File: src/rtl/smram_pkg.sv
package smram_pkg;
    typedef enum logic [1:0] {
        ROUTE_RAM  = 2'd0,
        ROUTE_PCI  = 2'd1,
        ROUTE_HOLE = 2'd2
    } route_e;

    typedef enum logic {
        CFG_OPEN   = 1'b0,
        CFG_SEALED = 1'b1
    } lock_state_e;

    typedef enum logic [1:0] {
        XT_NONE     = 2'd0,
        XT_QUERY    = 2'd1,
        XT_ANSWERED = 2'd2
    } xt_state_e;

    localparam int CTL_OPEN   = 0;
    localparam int CTL_LOCK   = 1;
    localparam int CTL_GLOBAL = 2;
    localparam int EXT_TEN    = 0;
    localparam int EXT_SZ_LO  = 1;
    localparam int EXT_HSEL   = 3;

    localparam logic [7:0] CTL_MASK_OPEN   = 8'h07;
    localparam logic [7:0] CTL_MASK_SEALED = 8'h00;
    localparam logic [7:0] EXT_MASK_OPEN   = 8'h0F;
    localparam logic [7:0] EXT_MASK_SEALED = 8'h00;

    localparam logic [1:0] SEL_CTL = 2'd0;
    localparam logic [1:0] SEL_EXT = 2'd1;
    localparam logic [1:0] SEL_XT  = 2'd2;

    localparam logic [15:0] XT_QUERY_VAL = 16'hFFFF;

    typedef struct packed {
        logic nsmm_low;
        logic nsmm_high;
        logic smm_low;
        logic smm_high;
        logic tseg_on;
    } win_t;
endpackage

File: src/rtl/smram_cfg_regs.sv
module smram_cfg_regs
    import smram_pkg::*;
(
    input  logic       clk,
    input  logic       rst_n,
    input  logic       we,
    input  logic [1:0] sel,
    input  logic [7:0] wdata,
    output logic [7:0] ctl_o,
    output logic [7:0] ext_o,
    output logic       locked_o
);
    lock_state_e st_q, st_d;
    logic [7:0]  ctl_q, ext_q, ctl_d, ext_d;
    logic [7:0]  ctl_mask, ext_mask;
    logic        ctl_hit, ext_hit;

    assign ctl_hit = we && (sel == SEL_CTL);
    assign ext_hit = we && (sel == SEL_EXT);

    // state register
    always_ff @(posedge clk) begin
        if (!rst_n) st_q <= CFG_OPEN;
        else        st_q <= st_d;
    end

    // transitions: SEAL is the only one
    always_comb begin
        st_d = st_q;
        unique case (st_q)
            CFG_OPEN:   if (ctl_hit && wdata[CTL_LOCK]) st_d = CFG_SEALED;
            CFG_SEALED: st_d = CFG_SEALED;
        endcase
    end

    // per-state outputs: write masks
    always_comb begin
        unique case (st_q)
            CFG_OPEN: begin
                ctl_mask = CTL_MASK_OPEN;
                ext_mask = EXT_MASK_OPEN;
            end
            CFG_SEALED: begin
                ctl_mask = CTL_MASK_SEALED;
                ext_mask = EXT_MASK_SEALED;
            end
        endcase
    end

    always_comb begin
        ctl_d = ctl_q;
        ext_d = ext_q;
        if (ctl_hit) begin
            ctl_d = (ctl_q & ~ctl_mask) | (wdata & ctl_mask);
            if (ctl_d[CTL_LOCK]) ctl_d[CTL_OPEN] = 1'b0;
        end
        if (ext_hit) begin
            ext_d = (ext_q & ~ext_mask) | (wdata & ext_mask);
        end
    end

    always_ff @(posedge clk) begin
        if (!rst_n) begin
            ctl_q <= '0;
            ext_q <= '0;
        end else begin
            ctl_q <= ctl_d;
            ext_q <= ext_d;
        end
    end

    assign ctl_o    = ctl_q;
    assign ext_o    = ext_q;
    assign locked_o = (st_q == CFG_SEALED);
endmodule

File: src/rtl/smram_xtseg.sv
module smram_xtseg
    import smram_pkg::*;
#(
    parameter int EXT_MB = 16
) (
    input  logic        clk,
    input  logic        rst_n,
    input  logic        we,
    input  logic [15:0] wdata,
    output logic [15:0] word_o
);
    localparam xt_state_e RST_ST = (EXT_MB > 0) ? XT_QUERY : XT_NONE;
    localparam logic [15:0] EXT_WORD = 16'(EXT_MB);

    xt_state_e st_q, st_d;

    always_ff @(posedge clk) begin
        if (!rst_n) st_q <= RST_ST;
        else        st_q <= st_d;
    end

    // transitions: ANSWER from query on a write of the query value
    always_comb begin
        st_d = st_q;
        unique case (st_q)
            XT_NONE:     st_d = XT_NONE;
            XT_QUERY:    if (we && wdata == XT_QUERY_VAL) st_d = XT_ANSWERED;
            XT_ANSWERED: st_d = XT_ANSWERED;
            default:     st_d = RST_ST;
        endcase
    end

    always_comb begin
        unique case (st_q)
            XT_NONE:     word_o = '0;
            XT_QUERY:    word_o = XT_QUERY_VAL;
            XT_ANSWERED: word_o = EXT_WORD;
            default:     word_o = '0;
        endcase
    end
endmodule

File: src/rtl/smram_decode.sv
module smram_decode
    import smram_pkg::*;
#(
    parameter int                ADDR_W      = 32,
    parameter int                BELOW4G_MB  = 2048,
    parameter int                EXT_TSEG_MB = 16,
    parameter logic [ADDR_W-1:0] LOW_BASE    = 'h000A0000,
    parameter logic [ADDR_W-1:0] HIGH_BASE   = 'hFEDA0000,
    parameter logic [ADDR_W-1:0] WIN_BYTES   = 'h00020000
) (
    input  logic              open_i,
    input  logic              global_i,
    input  logic              hsel_i,
    input  logic              tseg_en_i,
    input  logic [1:0]        tsize_i,
    input  logic [ADDR_W-1:0] addr_i,
    input  logic              smm_i,
    output win_t              win_o,
    output route_e            route_o
);
    localparam int                MB_W     = ADDR_W - 19;
    localparam logic [MB_W-1:0]   BELOW_MB = MB_W'(BELOW4G_MB);
    localparam logic [MB_W-1:0]   EXT_MB   = MB_W'(EXT_TSEG_MB);
    localparam logic [ADDR_W-1:0] LOW_END  = LOW_BASE + WIN_BYTES;
    localparam logic [ADDR_W-1:0] HIGH_END = HIGH_BASE + WIN_BYTES;

    logic [MB_W-1:0] tseg_mb, tseg_lo, addr_mb;
    logic            in_low, in_high, in_tseg, below;

    always_comb begin
        unique case (tsize_i)
            2'd0: tseg_mb = MB_W'(1);
            2'd1: tseg_mb = MB_W'(2);
            2'd2: tseg_mb = MB_W'(8);
            2'd3: tseg_mb = EXT_MB;
        endcase
    end

    assign win_o.nsmm_low  = open_i && !hsel_i;
    assign win_o.nsmm_high = open_i &&  hsel_i;
    assign win_o.smm_low   = global_i && !hsel_i;
    assign win_o.smm_high  = global_i &&  hsel_i;
    assign win_o.tseg_on   = tseg_en_i && global_i && (tseg_mb != '0);

    assign addr_mb = {1'b0, addr_i[ADDR_W-1:20]};
    assign tseg_lo = BELOW_MB - tseg_mb;
    assign below   = addr_mb < BELOW_MB;
    assign in_low  = (addr_i >= LOW_BASE)  && (addr_i < LOW_END);
    assign in_high = (addr_i >= HIGH_BASE) && (addr_i < HIGH_END);
    assign in_tseg = win_o.tseg_on && below && (addr_mb >= tseg_lo);

    always_comb begin
        if (in_high) begin
            route_o = ((smm_i && win_o.smm_high) || win_o.nsmm_high) ? ROUTE_RAM : ROUTE_PCI;
        end else if (in_low) begin
            route_o = ((smm_i && win_o.smm_low) || win_o.nsmm_low) ? ROUTE_RAM : ROUTE_PCI;
        end else if (in_tseg) begin
            route_o = smm_i ? ROUTE_RAM : ROUTE_HOLE;
        end else begin
            route_o = below ? ROUTE_RAM : ROUTE_PCI;
        end
    end
endmodule

File: src/rtl/smram_tseg_ctrl.sv
module smram_tseg_ctrl
    import smram_pkg::*;
#(
    parameter int                ADDR_W       = 32,
    parameter int                BELOW4G_MB   = 2048,
    parameter int                EXT_TSEG_MB  = 16,
    parameter int                EXT_TSEG_MAX = 4095,
    parameter logic [ADDR_W-1:0] LOW_BASE     = 'h000A0000,
    parameter logic [ADDR_W-1:0] HIGH_BASE    = 'hFEDA0000,
    parameter logic [ADDR_W-1:0] WIN_BYTES    = 'h00020000
) (
    input  logic              clk,
    input  logic              rst_n,
    input  logic              cfg_we,
    input  logic [1:0]        cfg_sel,
    input  logic [15:0]       cfg_wdata,
    input  logic [ADDR_W-1:0] addr_i,
    input  logic              smm_i,
    output logic [7:0]        smram_ctl_o,
    output logic [7:0]        ext_ctl_o,
    output logic [15:0]       xtseg_word_o,
    output logic              locked_o,
    output logic              nsmm_low_o,
    output logic              nsmm_high_o,
    output logic              smm_low_o,
    output logic              smm_high_o,
    output logic              tseg_on_o,
    output logic [1:0]        route_o
);
    generate
        if (EXT_TSEG_MB > EXT_TSEG_MAX) begin : g_bad_ext
            $error("extended TSEG size exceeds the allowed maximum");
        end
    endgenerate

    logic [7:0] ctl, ext;
    win_t       win;
    route_e     route_d, route_q;

    smram_cfg_regs u_regs (
        .clk      (clk),
        .rst_n    (rst_n),
        .we       (cfg_we),
        .sel      (cfg_sel),
        .wdata    (cfg_wdata[7:0]),
        .ctl_o    (ctl),
        .ext_o    (ext),
        .locked_o (locked_o)
    );

    smram_xtseg #(.EXT_MB(EXT_TSEG_MB)) u_xt (
        .clk    (clk),
        .rst_n  (rst_n),
        .we     (cfg_we && cfg_sel == SEL_XT),
        .wdata  (cfg_wdata),
        .word_o (xtseg_word_o)
    );

    smram_decode #(
        .ADDR_W      (ADDR_W),
        .BELOW4G_MB  (BELOW4G_MB),
        .EXT_TSEG_MB (EXT_TSEG_MB),
        .LOW_BASE    (LOW_BASE),
        .HIGH_BASE   (HIGH_BASE),
        .WIN_BYTES   (WIN_BYTES)
    ) u_dec (
        .open_i    (ctl[CTL_OPEN]),
        .global_i  (ctl[CTL_GLOBAL]),
        .hsel_i    (ext[EXT_HSEL]),
        .tseg_en_i (ext[EXT_TEN]),
        .tsize_i   (ext[EXT_SZ_LO +: 2]),
        .addr_i    (addr_i),
        .smm_i     (smm_i),
        .win_o     (win),
        .route_o   (route_d)
    );

    always_ff @(posedge clk) begin
        if (!rst_n) route_q <= ROUTE_RAM;
        else        route_q <= route_d;
    end

    assign smram_ctl_o = ctl;
    assign ext_ctl_o   = ext;
    assign nsmm_low_o  = win.nsmm_low;
    assign nsmm_high_o = win.nsmm_high;
    assign smm_low_o   = win.smm_low;
    assign smm_high_o  = win.smm_high;
    assign tseg_on_o   = win.tseg_on;
    assign route_o     = route_q;
endmodule

File: config.mk
export PLATFORM = sky130hd
export DESIGN_NAME = smram_tseg_ctrl
export DESIGN_NICKNAME = d
export VERILOG_FILES = /design/src/rtl/smram_pkg.sv /design/src/rtl/smram_cfg_regs.sv /design/src/rtl/smram_xtseg.sv /design/src/rtl/smram_decode.sv /design/src/rtl/smram_tseg_ctrl.sv
export SDC_FILE = /design/constraint.sdc
export NUM_CORES = 1
export LEC_CHECK = 0
export ABC_AREA = 1
export BUFFER_PORTS_ARGS = -buffer_cell sky130_fd_sc_hd__buf_2
export CORE_ASPECT_RATIO = 0.8
export CORE_MARGIN = 8
export CORE_UTILIZATION = 43
export CTS_CLUSTER_SIZE = 8
export DETAILED_ROUTE_END_ITERATION = 6
export GPL_TIMING_DRIVEN = 0
export PLACE_DENSITY = 0.85
export REMOVE_ABC_BUFFERS = 1
export SLEW_MARGIN = 5
export SYNTH_ARGS = -nofsm -noshare
export SYNTH_HDL_FRONTEND = slang
export SYNTH_SLANG_ARGS = --single-unit
File: constraint.sdc
create_clock -name clk -period 2.4 [get_ports clk]
set_clock_uncertainty 0.2 [all_clocks]
set_input_delay 0.24 -clock clk [delete_from_list [all_inputs] [get_ports clk]]
set_output_delay 0.24 -clock clk [all_outputs]
set_load 0.05 [all_outputs]
==> flow_results.xml <==
<?xml version="1.0" encoding="UTF-8"?>
<metrics>
  <group name="critical_path">
    <metric name="worst-endpoint-arrival" unit="ns">1.37</metric>
    <metric name="critPathRequiredTime" unit="ns">1.96</metric>
    <metric name="cp-startpoint" unit="">u_xt.st_q[0]</metric>
    <metric name="worst_setup_path_end_kind" unit="">output pin</metric>
    <metric name="reg2regPathDepth" unit="">9</metric>
    <metric name="timing.setup.critical_path_class" unit="">reg2out</metric>
    <metric name="path_max_fanout" unit="">15</metric>
    <metric name="setup.worst_path.start_class" unit="">flop</metric>
  </group>
  <group name="synthesis">
    <metric name="netlist-cell-type-count" unit="">27</metric>
    <metric name="synthesis.area" unit="sq um">1246</metric>
    <metric name="synth_warnings" unit="">0</metric>
    <metric name="post_synth_main_area_contributors" unit="">sky130_fd_sc_hd__dfxtp_1 (19%), sky130_fd_sc_hd__buf_4 (17%), sky130_fd_sc_hd__nand2_1 (11%)</metric>
    <metric name="sequential_to_total_area_share_from_yosys_stat" unit="">0.1928</metric>
    <metric name="ys_seq_elements" unit="">12</metric>
    <metric name="syn-instance-count" unit="">197</metric>
    <metric name="syn-mean-instance-area" unit="sq um">6.326</metric>
    <metric name="synth_top_area_share" unit="">0.1928</metric>
    <metric name="synth_top_area_cell" unit="">sky130_fd_sc_hd__dfxtp_1</metric>
  </group>
  <group name="grt">
    <metric name="grt_util_all_layers" unit="">0.1219</metric>
    <metric name="first_global_vias" unit="">1188</metric>
    <metric name="number_of_antenna_violations_at_the_first_check_in_global_routing" unit="">0</metric>
    <metric name="grt_max_degree" unit="">16</metric>
    <metric name="grt-ovfl-total" unit="">0</metric>
    <metric name="grt_first_pass_wirelength" unit="um">5050</metric>
  </group>
  <group name="clocking">
    <metric name="clkTransAtPathRegs" unit="ns">0.07</metric>
    <metric name="worst_skew_pair.late_latency" unit="ns">0.27</metric>
    <metric name="resize_count_post_cts" unit="">0</metric>
    <metric name="cts.path.max_buffers" unit="">2</metric>
    <metric name="clockRootBuffer" unit="">sky130_fd_sc_hd__clkbuf_4</metric>
    <metric name="clkSinkCount" unit="">12</metric>
    <metric name="cts_tree" unit="">done</metric>
    <metric name="cts-htree-levels" unit="">1</metric>
    <metric name="cts.hold.buffers_added" unit="">0</metric>
    <metric name="total_cts_buffers" unit="">3</metric>
    <metric name="cts_setup_buffers" unit="">0</metric>
  </group>
  <group name="sta">
    <metric name="unrepaired_setup_endpoints_after_global_routing" unit="">no</metric>
    <metric name="slew_limit_fails" unit="">0</metric>
    <metric name="timing_hold_violations_final" unit="">0</metric>
    <metric name="min_cycle_time_layout" unit="ns">1.805</metric>
    <metric name="period_utilisation_layout" unit="">0.7521</metric>
    <metric name="holdWs" unit="ns">0.01721</metric>
    <metric name="setup_violations" unit="">0</metric>
    <metric name="fin_worst_setup_slack" unit="ns">0.5949</metric>
    <metric name="maxClockFrequency" unit="MHz">554.0</metric>
    <metric name="setup_tns" unit="ns">0</metric>
  </group>
  <group name="pwr">
    <metric name="power.share.switching" unit="">0.6665</metric>
    <metric name="static-leakage-power" unit="nW">0.8677</metric>
    <metric name="ir_drop" unit="uV">675.5</metric>
    <metric name="share_seq_of_total_power" unit="">0.167</metric>
    <metric name="comb_power_share" unit="">0.748</metric>
    <metric name="p_switching" unit="mW">0.9692</metric>
    <metric name="power.internal" unit="mW">0.4850</metric>
    <metric name="power_frac_clock" unit="">0.085</metric>
    <metric name="power_per_cell_area" unit="nW/um^2">985.7</metric>
  </group>
  <group name="route">
    <metric name="ant_nets" unit="">0</metric>
    <metric name="drc" unit="">0</metric>
    <metric name="vias_per_cell" unit="">4.416</metric>
    <metric name="route.final.wire_length" unit="um">3102</metric>
    <metric name="vias" unit="">1263</metric>
    <metric name="wire_per_inst" unit="um">10.85</metric>
    <metric name="drt-initial-drc-count" unit="">52</metric>
    <metric name="detailedRoute.firstPassIterationCount" unit="">4</metric>
  </group>
  <group name="placed_design">
    <metric name="placement.setup.worst_slack" unit="ns">0.8367</metric>
    <metric name="placedInstanceArea" unit="sq um">1453</metric>
    <metric name="dpl.hpwl" unit="um">2778</metric>
    <metric name="gpl.final_weighted_congestion" unit="">0.7927</metric>
    <metric name="buffer_ports.inserted" unit="">67</metric>
  </group>
  <group name="finish">
    <metric name="areaGrowthSynthToFinish" unit="%">18.37</metric>
    <metric name="layout.core_utilization" unit="">0.5335</metric>
    <metric name="drive_gt1_frac" unit="">0.3226</metric>
    <metric name="num-nets-final" unit="">315</metric>
    <metric name="post-route-cell-area" unit="sq um">1475</metric>
    <metric name="antenna-diode-count" unit="">0</metric>
  </group>
  <group name="min_path">
    <metric name="hold_path_class" unit="">in2reg</metric>
    <metric name="hold_path.startpoint" unit="">rst_n</metric>
    <metric name="hold_path_depth" unit="">2</metric>
  </group>
  <group name="floorplan">
    <metric name="dieArea" unit="sq um">4888</metric>
    <metric name="io-pin-count" unit="">94</metric>
    <metric name="initial_utilization" unit="">0.4507</metric>
    <metric name="std_cell_rows" unit="">17</metric>
    <metric name="core_area" unit="sq um">2765</metric>
    <metric name="die_h" unit="um">64.15</metric>
    <metric name="die_x" unit="um">76.19</metric>
  </group>
  <group name="flow_run">
    <metric name="max_cap_violations" unit="">0</metric>
  </group>
  <group name="outcome">
    <metric name="outcome" unit="">finished, final reports clean</metric>
  </group>
</metrics>
[critical path, stage by stage (launching register included)]
cell and delay, ns:
sky130_fd_sc_hd__dfxtp_1 0.39, sky130_fd_sc_hd__ha_1 0.36, sky130_fd_sc_hd__buf_2 0.33
[cell families after synthesis]
group,after synthesis,share of synthesized area
compound gates,22,0.1084
buf+inv,57,0.2560
flops,12,0.1928
other cells,2,0.006026
simple gates,93,0.3263
fa+ha+maj,11,0.1104
[worst paths after layout]
path,slack [ns],to
worst min-delay path,0.02,u_xt.st_q[0]
worst min register to register,0.31,u_xt.st_q[1]
worst max register to register,0.84,route_o[1]
worst max-delay path,0.59,xtseg_word_o[14]
[layout by cell type (no fill, tap or decap)]
cell / synthesis / final
sky130_fd_sc_hd__buf_2: 0 / 67
sky130_fd_sc_hd__nand2_1: 37 / 37
sky130_fd_sc_hd__nor2_1: 29 / 29
sky130_fd_sc_hd__inv_1: 22 / 22
sky130_fd_sc_hd__conb_1: 2 / 13
sky130_fd_sc_hd__dfxtp_1: 12 / 12
sky130_fd_sc_hd__nand3_1: 11 / 11
sky130_fd_sc_hd__ha_1: 11 / 11
sky130_fd_sc_hd__o21ai_0: 7 / 7
sky130_fd_sc_hd__nand4_1: 5 / 5
sky130_fd_sc_hd__a21oi_1: 5 / 5
sky130_fd_sc_hd__inv_2: 4 / 4
sky130_fd_sc_hd__a211oi_1: 4 / 4
sky130_fd_sc_hd__nand3b_1: 3 / 3
sky130_fd_sc_hd__nor3_1: 3 / 3
sky130_fd_sc_hd__clkbuf_4: 0 / 3
sky130_fd_sc_hd__nor2_2: 2 / 2
sky130_fd_sc_hd__clkinv_1: 1 / 1
sky130_fd_sc_hd__o21a_1: 1 / 1
sky130_fd_sc_hd__nand2_2: 1 / 1
sky130_fd_sc_hd__nand3_2: 1 / 1
sky130_fd_sc_hd__o21ai_1: 1 / 1
sky130_fd_sc_hd__a21oi_2: 1 / 1
sky130_fd_sc_hd__and3_1: 1 / 1
sky130_fd_sc_hd__o21bai_1: 1 / 1
sky130_fd_sc_hd__a31o_2: 1 / 1
sky130_fd_sc_hd__a21boi_1: 1 / 1
[routing by layer]
metal  wire length, um  up-vias  part of all wire  track usage
li1                  -      693                 -            -
met3               140        2             0.045      0.04330
met4                10        0            0.0032      0.02632
met1              1475      538              0.48       0.1456
met5                 0        -                 0            0
met2              1475       30              0.48       0.2060
[layout make-up]
class / count / area (sq um)
Sequential cell: 12 / 240.2
Timing Repair Buffer: 67 / 335.3
Multi-Input combinational cell: 139 / 728.2
Inverter: 27 / 101.3
Tap cell: 38 / 47.55
Fill cell: 295 / 1290
Clock buffer: 3 / 22.52
[cell usage after synthesis, drive strengths merged]
cell	count
a211oi	4
clkbuf	2
ha	11
nor2	31
clkinv	1
nand3b	3
nand2	38
o21ai	8
a21boi	1
a31o	1
o21a	1
nor3	3
dfxtp	12
and3	1
nand4	5
nand3	12
conb	2
a21oi	6
o21bai	1
buf	28
inv	26
[through the flow]
stage          std cells  total power, mW
2_1_floorplan        178           0.7168
3_3_place_gp         283            1.336
3_5_place_dp         283            1.345
4_1_cts              286            1.469
5_1_grt              286            1.525
6_report             286            1.454
[power groups by stage]
stage	combinational, mW	sequential, mW	clock [mW]
after global routing	1.14	0.247	0.135
after floorplan	0.448	0.269	0
after detailed placement	1.10	0.247	0
after global placement	1.09	0.247	0
final	1.09	0.243	0.124
after CTS	1.10	0.243	0.128
Note: power is estimated with default switching activity, not from simulation.
